### src/rtl/uart_fe_pkg.sv
package uart_fe_pkg;
  // status bit positions
  localparam int ST_RXRDY = 0;
  localparam int ST_FULL  = 1;
  localparam int ST_TXRDY = 2;
  localparam int ST_TXEMP = 3;
  // interrupt status bit positions
  localparam int IS_TX  = 0;
  localparam int IS_RX  = 1;
  localparam int IS_BRK = 2;
  // mode register 1 bit selecting the receive interrupt source
  localparam int MR1_RXSEL = 6;

  typedef enum logic [2:0] {
    MISC_NOP    = 3'd0,
    MISC_PTRRST = 3'd1,
    MISC_RXRST  = 3'd2,
    MISC_TXRST  = 3'd3,
    MISC_BRKCLR = 3'd5
  } misc_cmd_e;

  typedef enum logic [1:0] {
    DIR_NOP = 2'd0,
    DIR_ON  = 2'd1,
    DIR_OFF = 2'd2,
    DIR_RSV = 2'd3
  } dir_cmd_e;

  typedef struct packed {
    misc_cmd_e misc;
    dir_cmd_e  tx;
    dir_cmd_e  rx;
  } cmd_t;

  function automatic cmd_t split_cmd(input logic [7:0] v);
    cmd_t c;
    c.misc = misc_cmd_e'(v[6:4]);
    c.tx   = dir_cmd_e'(v[3:2]);
    c.rx   = dir_cmd_e'(v[1:0]);
    return c;
  endfunction

  // new enable state after a direction field
  function automatic logic apply_dir(input logic cur, input dir_cmd_e d);
    case (d)
      DIR_ON:  return 1'b1;
      DIR_OFF: return 1'b0;
      default: return cur;
    endcase
  endfunction
endpackage

### src/rtl/uart_fe_rxfifo.sv
module uart_fe_rxfifo #(
  parameter int DEPTH = 4,
  parameter int DW    = 8,
  localparam int CW   = $clog2(DEPTH + 1)
) (
  input  logic          clk,
  input  logic          rst_n,
  input  logic          flush,
  input  logic          push,
  input  logic [DW-1:0] push_data,
  input  logic          pop,
  output logic [DW-1:0] head,
  output logic [CW-1:0] count,
  output logic          full,
  output logic          not_empty
);
  localparam logic [CW-1:0] FULL_CNT = CW'(DEPTH);
  localparam logic [CW-1:0] LAST_IDX = CW'(DEPTH - 1);

  logic [DW-1:0] mem [DEPTH];
  logic [CW-1:0] cnt_q, after_pop, wr_idx, cnt_d;
  logic          do_pop;

  assign do_pop    = pop && (cnt_q != '0);
  assign after_pop = do_pop ? cnt_q - 1'b1 : cnt_q;
  // a push into a full queue replaces the newest entry
  assign wr_idx    = (after_pop == FULL_CNT) ? LAST_IDX : after_pop;
  assign cnt_d     = push ? ((after_pop == FULL_CNT) ? FULL_CNT : after_pop + 1'b1)
                          : after_pop;

  always_ff @(posedge clk or negedge rst_n) begin
    if (!rst_n) cnt_q <= '0;
    else if (flush) cnt_q <= '0;
    else cnt_q <= cnt_d;
  end

  generate
    for (genvar i = 0; i < DEPTH; i++) begin : g_slot
      always_ff @(posedge clk or negedge rst_n) begin
        if (!rst_n) mem[i] <= '0;
        else begin
          if (do_pop && i < DEPTH - 1) mem[i] <= mem[(i + 1) % DEPTH];
          if (push && wr_idx == CW'(i)) mem[i] <= push_data;
        end
      end
    end
  endgenerate

  assign head      = mem[0];
  assign count     = cnt_q;
  assign full      = (cnt_q == FULL_CNT);
  assign not_empty = (cnt_q != '0);


  fifo_bound_chk: assert property (@(posedge clk) disable iff (!rst_n)
    cnt_q <= FULL_CNT);

  fifo_flush_chk: assert property (@(posedge clk) disable iff (!rst_n)
    flush |=> (cnt_q == '0));
endmodule

### src/rtl/uart_fe_txctl.sv
module uart_fe_txctl
  import uart_fe_pkg::*;
#(
  parameter int DW = 8
) (
  input  logic          clk,
  input  logic          rst_n,
  input  logic          cmd_wr,
  input  cmd_t          cmd,
  input  logic          data_wr,
  input  logic [DW-1:0] wdata,
  output logic          tx_en,
  output logic          tx_empty,
  output logic          tx_valid,
  output logic [DW-1:0] tx_data
);
  logic          en_q, emp_q, en_d, emp_d, send;
  logic [DW-1:0] hold_q, hold_d;

  always_comb begin
    en_d   = en_q;
    emp_d  = emp_q;
    hold_d = hold_q;
    send   = 1'b0;
    if (cmd_wr) begin
      if (cmd.misc == MISC_TXRST) begin
        en_d  = 1'b0;
        emp_d = 1'b1;
      end
      en_d = apply_dir(en_d, cmd.tx);
      if (en_d && !emp_d) begin
        send  = 1'b1;
        emp_d = 1'b1;
      end
    end
    if (data_wr) begin
      hold_d = wdata;
      emp_d  = 1'b0;
      if (en_q) begin
        send  = 1'b1;
        emp_d = 1'b1;
      end
    end
  end

  always_ff @(posedge clk or negedge rst_n) begin
    if (!rst_n) begin
      en_q     <= 1'b0;
      emp_q    <= 1'b1;
      hold_q   <= '0;
      tx_valid <= 1'b0;
      tx_data  <= '0;
    end else begin
      en_q     <= en_d;
      emp_q    <= emp_d;
      hold_q   <= hold_d;
      tx_valid <= send;
      if (send) tx_data <= hold_d;
    end
  end

  assign tx_en    = en_q;
  assign tx_empty = emp_q;


  tx_sent_empty_chk: assert property (@(posedge clk) disable iff (!rst_n)
    tx_valid |-> emp_q);

  tx_reset_chk: assert property (@(posedge clk) disable iff (!rst_n)
    (cmd_wr && cmd.misc == MISC_TXRST && cmd.tx != DIR_ON) |=> (!en_q && emp_q));
endmodule

### src/rtl/uart_fe.sv
module uart_fe
  import uart_fe_pkg::*;
#(
  parameter int DW     = 8,
  parameter int DEPTH  = 4,
  parameter int ADDR_W = 5
) (
  input  logic              clk,
  input  logic              rst_n,
  input  logic [ADDR_W-1:0] reg_addr,
  input  logic              reg_wr,
  input  logic              reg_rd,
  input  logic [7:0]        reg_wdata,
  output logic [7:0]        reg_rdata,
  input  logic              rx_valid,
  input  logic [7:0]        rx_data,
  input  logic              rx_break,
  output logic              rx_ready,
  output logic              tx_valid,
  output logic [7:0]        tx_data,
  output logic              irq
);
  localparam int CW = $clog2(DEPTH + 1);
  localparam logic [ADDR_W-1:0] A_MODE = ADDR_W'(5'h00);
  localparam logic [ADDR_W-1:0] A_STAT = ADDR_W'(5'h04);
  localparam logic [ADDR_W-1:0] A_CMD  = ADDR_W'(5'h08);
  localparam logic [ADDR_W-1:0] A_DATA = ADDR_W'(5'h0C);
  localparam logic [ADDR_W-1:0] A_INT  = ADDR_W'(5'h14);

  // named events for checking
  logic wr_mode, wr_cmd, wr_data, wr_mask, rd_data;
  logic pop_evt, push_evt, flush_evt, brk_clr_evt;
  cmd_t cmd;

  assign wr_mode = reg_wr && reg_addr == A_MODE;
  assign wr_cmd  = reg_wr && reg_addr == A_CMD;
  assign wr_data = reg_wr && reg_addr == A_DATA;
  assign wr_mask = reg_wr && reg_addr == A_INT;
  assign rd_data = reg_rd && reg_addr == A_DATA;
  assign cmd     = split_cmd(reg_wdata);

  logic [7:0] mr1_q, mr2_q, mask_q;
  logic       ptr_q, rx_en_q, brk_q;

  logic          fifo_full, fifo_ne;
  logic [CW-1:0] fifo_cnt;
  logic [DW-1:0] fifo_head;
  logic          tx_en, tx_empty;

  assign flush_evt   = wr_cmd && cmd.misc == MISC_RXRST;
  assign brk_clr_evt = wr_cmd && cmd.misc == MISC_BRKCLR;
  assign rx_ready    = rx_en_q && !fifo_full;
  assign push_evt    = rx_break || (rx_valid && rx_ready);
  assign pop_evt     = rd_data && fifo_ne;

  uart_fe_rxfifo #(.DEPTH(DEPTH), .DW(DW)) u_rxq (
    .clk(clk), .rst_n(rst_n), .flush(flush_evt), .push(push_evt),
    .push_data(rx_break ? '0 : rx_data), .pop(pop_evt),
    .head(fifo_head), .count(fifo_cnt), .full(fifo_full), .not_empty(fifo_ne)
  );

  uart_fe_txctl #(.DW(DW)) u_tx (
    .clk(clk), .rst_n(rst_n), .cmd_wr(wr_cmd), .cmd(cmd), .data_wr(wr_data),
    .wdata(reg_wdata), .tx_en(tx_en), .tx_empty(tx_empty),
    .tx_valid(tx_valid), .tx_data(tx_data)
  );

  always_ff @(posedge clk or negedge rst_n) begin
    if (!rst_n) begin
      mr1_q   <= '0;
      mr2_q   <= '0;
      ptr_q   <= 1'b0;
      mask_q  <= '0;
      rx_en_q <= 1'b0;
      brk_q   <= 1'b0;
    end else begin
      if (wr_mode) begin
        if (ptr_q) mr2_q <= reg_wdata;
        else       mr1_q <= reg_wdata;
        ptr_q <= 1'b1;
      end
      if (wr_cmd && cmd.misc == MISC_PTRRST) ptr_q <= 1'b0;
      if (wr_mask) mask_q <= reg_wdata;
      if (wr_cmd)
        rx_en_q <= apply_dir(flush_evt ? 1'b0 : rx_en_q, cmd.rx);
      // a break in the same cycle as the clear wins
      if (rx_break)         brk_q <= 1'b1;
      else if (brk_clr_evt) brk_q <= 1'b0;
    end
  end

  logic [7:0] status, isr;
  always_comb begin
    status = '0;
    status[ST_RXRDY] = fifo_ne;
    status[ST_FULL]  = fifo_full;
    status[ST_TXRDY] = tx_en;
    status[ST_TXEMP] = tx_empty;
    isr = '0;
    isr[IS_TX]  = tx_en;
    isr[IS_RX]  = mr1_q[MR1_RXSEL] ? fifo_full : fifo_ne;
    isr[IS_BRK] = brk_q;
  end

  assign irq = |(isr & mask_q);

  always_comb begin
    case (reg_addr)
      A_MODE:  reg_rdata = ptr_q ? mr2_q : mr1_q;
      A_STAT:  reg_rdata = status;
      A_DATA:  reg_rdata = fifo_ne ? 8'(fifo_head) : 8'h00;
      A_INT:   reg_rdata = isr;
      default: reg_rdata = 8'h00;
    endcase
  end


  rx_reject_chk: assert property (@(posedge clk) disable iff (!rst_n)
    (rx_valid && !rx_ready && !rx_break && !rd_data && !flush_evt)
      |=> $stable(fifo_cnt));

  pop_clear_full_chk: assert property (@(posedge clk) disable iff (!rst_n)
    (pop_evt && !push_evt) |=> !fifo_full);

  brk_flag_chk: assert property (@(posedge clk) disable iff (!rst_n)
    rx_break |=> brk_q);

  ptr_adv_chk: assert property (@(posedge clk) disable iff (!rst_n)
    wr_mode |=> ptr_q);

  irq_masked_chk: assert property (@(posedge clk) disable iff (!rst_n)
    (mask_q == 8'h00) |-> !irq);
endmodule

### config.mk
export PLATFORM = sky130hd
export DESIGN_NAME = uart_fe
export DESIGN_NICKNAME = d
export VERILOG_FILES = /design/src/rtl/uart_fe_pkg.sv /design/src/rtl/uart_fe_rxfifo.sv /design/src/rtl/uart_fe_txctl.sv /design/src/rtl/uart_fe.sv
export SDC_FILE = /design/constraint.sdc
export NUM_CORES = 1
export LEC_CHECK = 0
export BUFFER_PORTS_ARGS = -buffer_cell sky130_fd_sc_hd__clkbuf_2
export CORE_ASPECT_RATIO = 1.4
export CORE_MARGIN = 2
export CORE_UTILIZATION = 48
export CTS_BUF_LIST = sky130_fd_sc_hd__clkbuf_8
export CTS_CLUSTER_DIAMETER = 120
export DETAILED_ROUTE_END_ITERATION = 10
export HOLD_SLACK_MARGIN = 0.1
export MAX_ROUTING_LAYER = met4
export PLACE_DENSITY = 0.68
export RECOVER_POWER = 100
export SLEW_MARGIN = 20
export SYNTH_ARGS = -nofsm -noshare
export SYNTH_HDL_FRONTEND = slang
export SYNTH_HIERARCHICAL = 1
export SYNTH_SLANG_ARGS = --single-unit
### constraint.sdc
create_clock -name clk -period 3.4 [get_ports clk]
set_input_delay 0.17 -clock clk [delete_from_list [all_inputs] [get_ports clk]]
set_output_delay 0.17 -clock clk [all_outputs]
set_load 0.1 [all_outputs]
==> flow_summary.toml <==
[synth]
yosys.area.top_type = "dfrtp_1"
synth.avg_cell_area_um2 = 12.5
synth_edf_count = 0
async_flop_share_pct = 100
yosys_register_bits = 76
synth_top_area_share_pct = 46.4
synth_area_um2 = 4050
yosysWarnings = 6
synth-main-ff-cell = "dfrtp_1"
yosysSeqAreaShare_pct = 47.0
yosys-top-cells-area = "dfrtp_1, mux2_2, ha_1"
syn_nets = 359
synthCells = 325
ys_types = 55

[clock_tree]
clkSinkCount = 76
ctsHtreeMaxLevel = 3
tritoncts = "built"
cts_buffers = 9
clk_pin_slew_ps = 80
clk_root_buffer_cell = "clkbuf_8"
clock_path_buffers = 2
clock_latency_ps = 360
cts_resized = 0

[power]
power_switching_share_pct = 33.6
irDropWorstVdd_mv = 0.363
p_clk_share_pct = 22.4
pwr-share-comb_pct = 34.8
total_power_w = 0.00304
p_leak_nw = 2.13
p_switching_w = 0.00102
internal_power_w = 0.00201
pwr-share-seq_pct = 42.9
p_per_area_nw_per_um2 = 679

[worst_setup_path]
endpoint_kind = "flip-flop"
rrSetupSlack_ps = 260
worstPathMaxFanout = 9
cp.arrival_ps = 3380
r2r_cells = 13
startpoint_type = "flip-flop"
required_ps = 3640
critPathKind = "reg2reg"
slowest_delay_ps = 400
crit_slowest_cell = "dfrtp_1"
cp_cell_sequence = "inv_1, ha_1, nor2b_1, inv_2, and4_1, and2_0, buf_4, nand3_1, and2_1, ha_1, nand2_1, o221ai_4, mux2_2"
cpMostUsedCell = "ha_1"

[floorplan]
io_pins = 46
fp.dieW_um = 81.6
die_height_um = 113
start_util_pct = 49.4
dieArea_um2 = 9190
rows = 39
design.core.area_um2 = 8200

[route]
post_drt_via_cell_ratio = 5.61
firstDrtPassIters = 4
drt-initial-drc-count = 98
ant_nets = 0
drt-wirelength-per-cell_um = 16.9
drt_wl_total_mm = 8.04
vias = 2665
drcViolationCount = 0

[final_layout]
area_growth_pct = 10.5
fin_area_um2 = 4470
drive_gt1_share_pct = 36.7
nNetsFinal = 403
diodes = 0

[timing]
tightest_slew_ps = 1830
rsz0062_at_grt = "no"
timing.final.crit_share_pct = 92.4
clock_skew_ps = 9.73
maxSlewHeadroom_pct = -21.9
slew_viol_final = 77
setup_ws_ps = 257
final_hold_viol_count = 0
fmax_ghz = 0.318
tns_ps = 0
hold_slack_ps = 121
fin_crit_ps = 3140
setup_viol = 0

[hold_path]
hold_path_class = "in2reg"
holdPathStages = 2

[global_route]
grt.total_usage_pct = 19.7
grt_pass1_wl_mm = 13.1
grt_pass1_vias = 2657
antenna_found_initial = 0
gr-total-overflow = 0
grt_start_max_net_pins = 77

[run_status]
status = "finished with violations"
violations = "max-capacitance violations, max-slew violations"

[placed_design]
postPlaceCellArea_um2 = 4320
place_ws_ps = 293
place_congestion = 0.785
place.port_buffers = 45
hpwl_mm = 5.79

[run]
drv_cap = 1
## power by group through the flow
stage          clock network, W  registers (W)  logic [W]
2_1_floorplan                 0        0.00128   0.000949
3_3_place_gp                  0        0.00132    0.00105
3_5_place_dp                  0        0.00132    0.00107
4_1_cts                0.000698        0.00130    0.00108
5_1_grt                0.000739        0.00134    0.00115
6_report               0.000679        0.00130    0.00106
## synth_stat cells (2+ instances only)
cell type and instances:
inv_1 15, mux2_1 2, and2_1 3, o211a_1 3
o2111ai_1 3, and3b_1 2, mux2_2 93, nor2_1 6
nand2_1 10, a21oi_1 5, clkbuf_1 5, nand3_1 12
o32a_1 2, nor3_1 3, mux2i_1 6, buf_4 11
nor2b_1 12, nand4_1 2, o21ai_0 4, o2bb2ai_1 4
or3_1 2, ha_1 7, a21o_1 2, nand2b_1 4
buf_2 3, dfrtp_1 75
## path summary, 6_finish.rpt
kind | from | end
worst max-delay path | u_rxq/count[0] | u_rxq/mem[1]
worst min-delay path | reg_wdata[3] | mr1_q[3]
worst max register to register | u_rxq/count[0] | u_rxq/mem[1]
worst min register to register | u_tx/hold_q[6] | u_tx/hold_q[6]
max in group asynchronous | rst_n | u_rxq/mem[8]
min in group asynchronous | rst_n | u_tx/hold_q[1]
## worst max-delay path, delay by kind of cell, from the launching register on
family,cells,cell delay (ps)
and+or+nand+nor,6,1000
AOI/OAI and AO/OA,1,340
adders and majority gates,2,500
muxes,1,380
DFF,1,400
buffers and inverters,3,400
## layer usage
layer | vias to the layer above | track usage, % | routed length (um)
met5 | - | - | 0
met4 | 0 | 9.67 | 183
met3 | 11 | 2.41 | 304
met2 | 61 | 31.3 | 4010
met1 | 1329 | 24.6 | 3540
li1 | 1264 | - | -
## flip-flops by register name, summed over array words and instances, names as in the netlist
name / count
u_rxq/mem: 24
u_rxq/head: 8
u_tx/tx_valid: 1
mr2_q: 8
u_tx/tx_data: 8
brk_q: 1
mr1_q: 8
u_tx/tx_empty: 1
rx_en_q: 1
u_tx/hold_q: 8
u_tx/tx_en: 1
mask_q: 3
u_rxq/count: 3
ptr_q: 1
## final cells by class
| cell class | instances | area, um2 |
|---|---|---|
| clock buffer | 10 | 138 |
| clock inverter | 5 | 55.1 |
| fill | 736 | 3730 |
| inverter | 16 | 60.1 |
| multi-input combinational | 213 | 1930 |
| sequential | 76 | 1900 |
| tap | 102 | 128 |
| timing repair buffer | 53 | 258 |
## cells by family after synthesis
group	Yosys count	share of synthesized area (%)
DFF	76	47.0
buffers and inverters	36	4.64
AOI/OAI and AO/OA	36	8.07
muxes	102	28.3
adders and majority gates	7	2.16
and+or+nand+nor	68	9.80
## layout by cell type, fill, tap and decap left out, drive strengths merged, types with 4 or more instances in the layout
| master | synthesis | routed |
|---|---|---|
| a21oi | 5 | 5 |
| buf | 15 | 4 |
| clkbuf | 5 | 57 |
| dfrtp | 75 | 75 |
| ha | 7 | 7 |
| inv | 16 | 18 |
| mux2 | 96 | 96 |
| mux2i | 6 | 6 |
| nand2 | 11 | 11 |
| nand2b | 4 | 4 |
| nand3 | 12 | 12 |
| nor2 | 6 | 6 |
| nor2b | 12 | 12 |
| o21ai | 4 | 4 |
| o2bb2ai | 4 | 4 |
## what timing repair did
action,CTS,global route
setup buffers,0,0
hold buffers,2,0
hold endpoints to repair,78,0
## per-stage QoR
stage	cells	utilization, %
global placement	458	52.7
detailed placement	458	52.7
floorplan	325	-
CTS	475	55.3
finish	475	54.5
global route	475	54.5
Power figures use the tool's default switching activity.
